<file path="config.mk">
export PLATFORM = sky130hd
export DESIGN_NAME = mn_ratio_calc
export DESIGN_NICKNAME = d
export VERILOG_FILES = /design/src/rtl/mn_ratio_pkg.sv /design/src/rtl/mn_operand_calc.sv /design/src/rtl/mn_pair_reducer.sv /design/src/rtl/mn_ratio_calc.sv
export SDC_FILE = /design/constraint.sdc
export NUM_CORES = 1
export LEC_CHECK = 0
export BUFFER_PORTS_ARGS = -buffer_cell sky130_fd_sc_hd__buf_2
export CAP_MARGIN = 15
export CORE_ASPECT_RATIO = 1.4
export CORE_MARGIN = 10
export CORE_UTILIZATION = 40
export CTS_CLUSTER_DIAMETER = 150
export DETAILED_ROUTE_END_ITERATION = 8
export REMOVE_ABC_BUFFERS = 1
export SKIP_CTS_REPAIR_TIMING = 1
export SLEW_MARGIN = 30
export SYNTH_ARGS = -nofsm -noshare
export SYNTH_HDL_FRONTEND = slang
export SYNTH_SLANG_ARGS = --single-unit
</file>
<file path="constraint.sdc">
create_clock -name clk -period 2.7 [get_ports clk]
set_input_delay 0 -clock clk [delete_from_list [all_inputs] [get_ports clk]]
set_output_delay 0 -clock clk [all_outputs]
set_load 0.1 [all_outputs]
</file>
<file path="src/rtl/mn_ratio_pkg.sv">
package mn_ratio_pkg;
  typedef enum logic [1:0] {
    ST_IDLE = 2'd0,
    ST_BUSY = 2'd1,
    ST_RESP = 2'd2
  } mn_state_e;

  localparam int unsigned DEF_BPP   = 24;
  localparam int unsigned DEF_LANES = 4;
  localparam int unsigned NPAIR     = 2;
  localparam int unsigned PAIR_DATA = 0;
  localparam int unsigned PAIR_LINK = 1;
endpackage

</file>
<file path="src/rtl/mn_operand_calc.sv">
module mn_operand_calc #(
  parameter int unsigned PCLK_W = 28,
  parameter int unsigned LCLK_W = 28,
  parameter int unsigned BPP_W  = 8,
  parameter int unsigned LANE_W = 5,
  parameter int unsigned PROD_W = 40
) (
  input  logic [PCLK_W-1:0] pix_clk,
  input  logic [LCLK_W-1:0] lnk_clk,
  input  logic              bpp_en,
  input  logic [BPP_W-1:0]  bpp_val,
  input  logic              lane_en,
  input  logic [LANE_W-1:0] lane_val,
  output logic [PROD_W-1:0] raw_dm,
  output logic [PROD_W-1:0] raw_dn,
  output logic [PROD_W-1:0] raw_lm,
  output logic [PROD_W-1:0] raw_ln
);
  import mn_ratio_pkg::*;

  localparam logic [BPP_W-1:0]  BPP_DEF  = BPP_W'(DEF_BPP);
  localparam logic [LANE_W-1:0] LANE_DEF = LANE_W'(DEF_LANES);

  logic [BPP_W-1:0]  eff_bpp;
  logic [LANE_W-1:0] eff_lanes;
  logic [PROD_W-1:0] pix_x, lnk_x, bpp_x, lane_x, bit_rate;

  always_comb begin
    eff_bpp   = bpp_en  ? bpp_val  : BPP_DEF;
    eff_lanes = lane_en ? lane_val : LANE_DEF;
    pix_x     = PROD_W'(pix_clk);
    lnk_x     = PROD_W'(lnk_clk);
    bpp_x     = PROD_W'(eff_bpp);
    lane_x    = PROD_W'(eff_lanes);
    bit_rate  = pix_x * bpp_x;
    raw_dm    = bit_rate >> 3;
    raw_dn    = lnk_x * lane_x;
    raw_lm    = pix_x;
    raw_ln    = lnk_x;
  end
endmodule

</file>
<file path="src/rtl/mn_pair_reducer.sv">
module mn_pair_reducer #(
  parameter int unsigned PROD_W = 40,
  parameter int unsigned OUT_W  = 24
) (
  input  logic              clk,
  input  logic              rst_n,
  input  logic              load,
  input  logic              step,
  input  logic [PROD_W-1:0] m_in,
  input  logic [PROD_W-1:0] n_in,
  output logic [PROD_W-1:0] m_q,
  output logic [PROD_W-1:0] n_q,
  output logic              fits
);
  localparam int unsigned HI_W = PROD_W - OUT_W;

  logic m_big, n_big;

  always_comb begin
    m_big = (m_q[PROD_W-1:OUT_W] != HI_W'(0));
    n_big = (n_q[PROD_W-1:OUT_W] != HI_W'(0));
    fits  = !(m_big || n_big);
  end

  always_ff @(posedge clk or negedge rst_n) begin
    if (!rst_n) begin
      m_q <= '0;
      n_q <= '0;
    end else if (load) begin
      m_q <= m_in;
      n_q <= n_in;
    end else if (step && !fits) begin
      m_q <= m_q >> 1;
      n_q <= n_q >> 1;
    end
  end
endmodule

</file>
<file path="src/rtl/mn_ratio_calc.sv">
module mn_ratio_calc #(
  parameter int unsigned PCLK_W  = 28,
  parameter int unsigned LCLK_W  = 28,
  parameter int unsigned BPP_W   = 8,
  parameter int unsigned LANE_W  = 5,
  parameter int unsigned PROD_W  = 40,
  parameter int unsigned OUT_W   = 24,
  parameter int unsigned TU_SIZE = 64,
  localparam int unsigned TU_W   = $clog2(TU_SIZE)
) (
  input  logic              clk,
  input  logic              rst_n,
  input  logic              req_valid,
  output logic              req_ready,
  input  logic [PCLK_W-1:0] pix_clk_khz,
  input  logic [LCLK_W-1:0] link_clk,
  input  logic              bpp_ovr_en,
  input  logic [BPP_W-1:0]  bpp_ovr,
  input  logic              lane_ovr_en,
  input  logic [LANE_W-1:0] lane_ovr,
  output logic              rsp_valid,
  input  logic              rsp_ready,
  output logic [OUT_W-1:0]  data_m,
  output logic [OUT_W-1:0]  data_n,
  output logic [OUT_W-1:0]  link_m,
  output logic [OUT_W-1:0]  link_n,
  output logic [TU_W-1:0]   tu_size_m1
);
  import mn_ratio_pkg::*;

  mn_state_e state_q, state_d;

  logic              accept, busy, all_fit;
  logic [PROD_W-1:0] raw_m [NPAIR];
  logic [PROD_W-1:0] raw_n [NPAIR];
  logic [PROD_W-1:0] red_m [NPAIR];
  logic [PROD_W-1:0] red_n [NPAIR];
  logic [NPAIR-1:0]  pair_fit;

  mn_operand_calc #(
    .PCLK_W(PCLK_W), .LCLK_W(LCLK_W), .BPP_W(BPP_W),
    .LANE_W(LANE_W), .PROD_W(PROD_W)
  ) u_operands (
    .pix_clk (pix_clk_khz),
    .lnk_clk (link_clk),
    .bpp_en  (bpp_ovr_en),
    .bpp_val (bpp_ovr),
    .lane_en (lane_ovr_en),
    .lane_val(lane_ovr),
    .raw_dm  (raw_m[PAIR_DATA]),
    .raw_dn  (raw_n[PAIR_DATA]),
    .raw_lm  (raw_m[PAIR_LINK]),
    .raw_ln  (raw_n[PAIR_LINK])
  );

  for (genvar g = 0; g < NPAIR; g++) begin : g_pair
    mn_pair_reducer #(.PROD_W(PROD_W), .OUT_W(OUT_W)) u_red (
      .clk  (clk),
      .rst_n(rst_n),
      .load (accept),
      .step (busy),
      .m_in (raw_m[g]),
      .n_in (raw_n[g]),
      .m_q  (red_m[g]),
      .n_q  (red_n[g]),
      .fits (pair_fit[g])
    );
  end

  always_comb begin
    req_ready = (state_q == ST_IDLE);
    rsp_valid = (state_q == ST_RESP);
    busy      = (state_q == ST_BUSY);
    accept    = req_valid && req_ready;
    all_fit   = &pair_fit;
    state_d   = state_q;
    unique case (state_q)
      ST_IDLE: if (accept) state_d = ST_BUSY;
      ST_BUSY: if (all_fit) state_d = ST_RESP;
      ST_RESP: if (rsp_ready) state_d = ST_IDLE;
      default: state_d = ST_IDLE;
    endcase
  end

  always_ff @(posedge clk or negedge rst_n) begin
    if (!rst_n) state_q <= ST_IDLE;
    else        state_q <= state_d;
  end

  assign data_m     = red_m[PAIR_DATA][OUT_W-1:0];
  assign data_n     = red_n[PAIR_DATA][OUT_W-1:0];
  assign link_m     = red_m[PAIR_LINK][OUT_W-1:0];
  assign link_n     = red_n[PAIR_LINK][OUT_W-1:0];
  assign tu_size_m1 = TU_W'(TU_SIZE - 1);
endmodule

</file>
==> metrics.sh <==
POWER_REPORT.INTERNAL_TOTAL_mW=11.0
FIRST_PASS_GRT_WIRE_LENGTH_MICRONS=84100
SEQ_AREA_FRAC_SYNTH=0.174
GLOBAL_ROUTE.OVERFLOW_TOTAL=0
ANTENNA_FOUND_INITIAL=0
WL_MET3_MICRONS=2280
CLOCK_POWER_SHARE=0.103
CTS.ROOT.BUFFER_CELL='sky130_fd_sc_hd__clkbuf_16'
SYNTH_AREA_SQ_MM=0.0178
CP-START-KIND='primary input'
HTREE_NUM_LEVELS=4
SYNTH.AREA.TOP_CELLS='sky130_fd_sc_hd__fa_1, sky130_fd_sc_hd__dfrtp_1, sky130_fd_sc_hd__and3_1'
REPORT.FINAL.SLEW_VIOL_COUNT=0
PLACE.DETAILED.HPWL_MICRONS=42600
CRIT-REG2REG-LAUNCH='g_pair[0].u_red.n_q[32]'
FINAL_PERIOD_MINUS_WORST_SETUP_SLACK_PS=4320
POST_LAYOUT_NONFILLER_INSTANCES=3051
WL_PER_CELL_MICRONS=18.2
FLOORPLAN.INITIALDENSITY=0.404
PART_OF_THE_POWER_IN_REGISTERS=0.136
CORE_SQ_MM=0.0441
GLOBALPLACE.CONGESTION=0.905
WORST_CLOCK_SKEW_PS=16.0
YOSYS_REGISTER_BITS=124
LARGEST_FANOUT_ON_THE_CRITICAL_PATH=5
ROWS=91
FLOORPLAN.DIE.HEIGHT_MICRONS=270
TOP_SIGNAL_LAYER_USED='met4'
ANTENNA-DIODE-COUNT=0
TIMING.HOLD.WORST.START='pix_clk_khz[8]'
PLACE_WORST_SETUP_SLACK_PS=-2390
SETUP_REPAIR_AFTER_GLOBAL_ROUTING_MISSED_ITS_MARGIN='yes'
DRT_ITER0_DRC=776
SETUP_SLACK_PS=-1620
RUN_STATUS='complete, but fails checks'
PATH_CLK_SLEW_PS=70
SETUP.WORST_PATH.START='bpp_ovr[4]'
CRITPATHMOSTFREQUENTCELL='sky130_fd_sc_hd__fa_1'
MIN_PERIOD_OVER_PERIOD=1.60
POWER_SWITCHING_SHARE=0.555
SYNTH_CELL_TYPE_COUNT=73
CRIT_CHAIN='buf_6 > nand2b_4 > buf_12 > and2_4 > fa_1 > fa_1 > fa_1 > inv_1 > fa_1 > inv_2 > ha_4 > a21o_1 > a21oi_2 > buf_4 > o21ai_1 > o211ai_2 > a31oi_2 > o21ai_2 > nand2_2 > a2111oi_4 > nor3_1'
LONGEST_INDIVIDUAL_STAGE_DELAY_ON_THE_WORST_PATH_PS=520
MAX_SLEW_MARGIN=0.542
IOS=179
FAILED_CHECKS='negative hold slack, negative setup slack'
NUMPLACEDINSTANCES=2933
DRTANTENNAVIOLNETS=0
GROUTE.USAGE.OVERALL=0.195
SYN_INST=2071
HP-CLASS='in2reg'
CLOCK-SINKS=124
MET2_WIRELENGTH_MICRONS=29500
WORST-SLEW-PIN-TRANSITION_PS=688
FIRST_PASS_ITERS=5
TOTALWIRELENGTH_MICRONS=55500
CRITICAL-PATH-SLOWEST-CELL='sky130_fd_sc_hd__fa_1'
TOTAL_DIE_AREA_SQ_MM=0.0535
MAX_CAP_VIOL_COUNT=0
MET1WIRELENGTH_MICRONS=21800
POSTSYNTHAREAPERCELL_SQ_UM=8.60
TIMING.FMAX_MHz=231
PLACE.PORT_BUFFERS=172
VIAS_IN_THE_FIRST_GLOBAL_ROUTE=16300
LEAKAGEPOWER_nW=12.4
SYNTH_TOP_CELL_AREA_SHARE=0.263
SYNTH_ENABLE_FLOP_CELLS=0
FINALPOWER_mW=24.8
SWITCHING_POWER_mW=13.7
HOLD_VIOLATIONS=8
MAX-VDD-IR-DROP_mV=0.739
FIN_HOLD_WS_PS=-22.2
TRITONCTS.NUM_BUFFERS=17
PWR-SHARE-COMB=0.762
VIAS_PER_CELL=5.21
SYNTH.LARGEST_AREA_CELL='sky130_fd_sc_hd__fa_1'
DRT_DRC_VIOLATIONS_LEFT=0
YOSYS_WARNINGS=0
CLOCK_LATENCY_ON_THE_WORST_SKEW_PAIR_PS=470
FILLERINSTANCES=3935
DRIVE_GT1_FRAC=0.326
CRITPATHARRIVALTIME_PS=4650
CRITPATHKIND='in2reg'
DIEWIDTH_MICRONS=198
FLOW.AREA_GROWTH_FROM_SYNTHESIS_PCT=33.9
TIMING.CRITICAL_PATH.TO_TYPE='flop'
TRITONCTS='built'
SYNTH_FLOP_CELL='sky130_fd_sc_hd__dfrtp_1'
NETS=2884
FIN_SETUP_TNS_PS=-56760
GRT_MAX_DEGREE=69
NUM_VIAS=15900
POWER_DENSITY_mW_PER_MM2=1040
CTS-ROOT-TO-SINK-BUFFERS=2
WORST_EP_REQUIRED_TIME_PS=3030
SETUP_FAILING_EPS_FINAL=59
SYNTHARSTFLOPSHARE=1.00
## Yosys cell counts, types with 5 or more instances
| cell | count |
|---|---|
| sky130_fd_sc_hd__nor2_1 | 60 |
| sky130_fd_sc_hd__and3_1 | 198 |
| sky130_fd_sc_hd__o21a_1 | 5 |
| sky130_fd_sc_hd__nor3_1 | 6 |
| sky130_fd_sc_hd__a21o_1 | 35 |
| sky130_fd_sc_hd__xor2_1 | 22 |
| sky130_fd_sc_hd__nor4_1 | 7 |
| sky130_fd_sc_hd__ha_1 | 95 |
| sky130_fd_sc_hd__o21ai_0 | 98 |
| sky130_fd_sc_hd__buf_2 | 12 |
| sky130_fd_sc_hd__buf_4 | 104 |
| sky130_fd_sc_hd__nor2b_1 | 7 |
| sky130_fd_sc_hd__clkbuf_1 | 98 |
| sky130_fd_sc_hd__nand2_1 | 298 |
| sky130_fd_sc_hd__a21oi_1 | 64 |
| sky130_fd_sc_hd__xnor2_1 | 28 |
| sky130_fd_sc_hd__and2_1 | 71 |
| sky130_fd_sc_hd__o22ai_1 | 8 |
| sky130_fd_sc_hd__nand3_1 | 31 |
| sky130_fd_sc_hd__dfrtp_1 | 124 |
| sky130_fd_sc_hd__nand4_1 | 12 |
| sky130_fd_sc_hd__buf_1 | 5 |
| sky130_fd_sc_hd__inv_1 | 240 |
| sky130_fd_sc_hd__fa_1 | 234 |
| sky130_fd_sc_hd__mux2i_1 | 53 |
| sky130_fd_sc_hd__a31oi_1 | 36 |
| sky130_fd_sc_hd__o21ai_1 | 15 |
| sky130_fd_sc_hd__a22oi_1 | 15 |
| sky130_fd_sc_hd__a211oi_1 | 9 |
| sky130_fd_sc_hd__nand2b_1 | 13 |
## registers in the layout (all words and copies together) (netlist names)
signal,cells
g_pair.u_red.n_q,61
state_q,2
g_pair.u_red.m_q,61
## layout make-up
class                   count  area, sq um  share of cell area
clock buffers              17          425              0.0178
clock inverters            15          189             0.00792
inverters                 240          901              0.0378
multi-input cells        1491        13700               0.576
flip-flops and latches    124         3100               0.130
well taps                 558          698              0.0293
repair buffers            606         4780               0.201
## through the flow
stage               hold WS [ps]  area, sq um   util
floorplan                   -296        16600      -
global placement            51.2        20900  0.474
detailed placement          54.8        20900  0.474
CTS                         -446        21500  0.488
global route                6.29        23800  0.541
finish                     -22.2        23800  0.541
## power groups by stage
stage	registers, mW	clock network, mW	logic [mW]
2_1_floorplan	8.20	0	6.67
3_3_place_gp	3.36	0	16.8
3_5_place_dp	3.39	0	17.0
4_1_cts	3.37	2.60	17.1
5_1_grt	3.47	2.67	20.4
6_report	3.36	2.55	18.9
## per-layer routing
metal,track usage,vias to the layer above
li1,-,7533
met1,0.220,7894
met2,0.358,360
met3,0.0318,97
met4,0.0657,0
met5,0,-
## critical path, delay by kind of cell
family	cells	cell delay (ps)
adder cells (fa/ha/maj)	5	2290
AO/OA/AOI/OAI	7	1340
buffers and inverters	5	490
AND/OR/NAND/NOR	4	520
## final timing paths
| kind | to | slack [ps] | cells after the start |
|---|---|---|---|
| max | g_pair[0].u_red.m_q[28] | -1620 | 21 |
| min | g_pair[1].u_red.m_q[8] | -20 | 4 |
| max reg2reg | g_pair[0].u_red.n_q[6] | 280 | 6 |
| min reg2reg | g_pair[0].u_red.n_q[3] | 500 | 2 |
| max in group asynchronous | g_pair[1].u_red.m_q[20] | 1840 | 3 |
| min in group asynchronous | g_pair[1].u_red.m_q[4] | 120 | 2 |
## cell families after synthesis
group           count (synthesis)  synth area share
compound gates                337             0.121
xor+xnor                       50            0.0246
fa+ha+maj                     329             0.330
buf+inv                       461             0.120
flops                         124             0.174
mux                            53            0.0298
other cells                     1          0.000211
simple gates                  716             0.200
## placed cells by master (no fill, tap or decap), types with 34 or more instances in the layout
cell type | netlist | routed
sky130_fd_sc_hd__fa_1 | 234 | 226
sky130_fd_sc_hd__o21ai_0 | 98 | 72
sky130_fd_sc_hd__a21o_1 | 35 | 35
sky130_fd_sc_hd__mux2i_1 | 53 | 53
sky130_fd_sc_hd__nand2_1 | 298 | 284
sky130_fd_sc_hd__nor2_1 | 60 | 52
sky130_fd_sc_hd__inv_1 | 240 | 225
sky130_fd_sc_hd__buf_6 | 1 | 36
sky130_fd_sc_hd__dlygate4sd3_1 | 0 | 43
sky130_fd_sc_hd__buf_4 | 104 | 333
sky130_fd_sc_hd__ha_1 | 95 | 63
sky130_fd_sc_hd__and2_1 | 71 | 57
sky130_fd_sc_hd__a21oi_1 | 64 | 34
sky130_fd_sc_hd__buf_2 | 12 | 163
sky130_fd_sc_hd__and3_1 | 198 | 189
sky130_fd_sc_hd__dfrtp_1 | 124 | 124
Power figures use the tool's default switching activity.
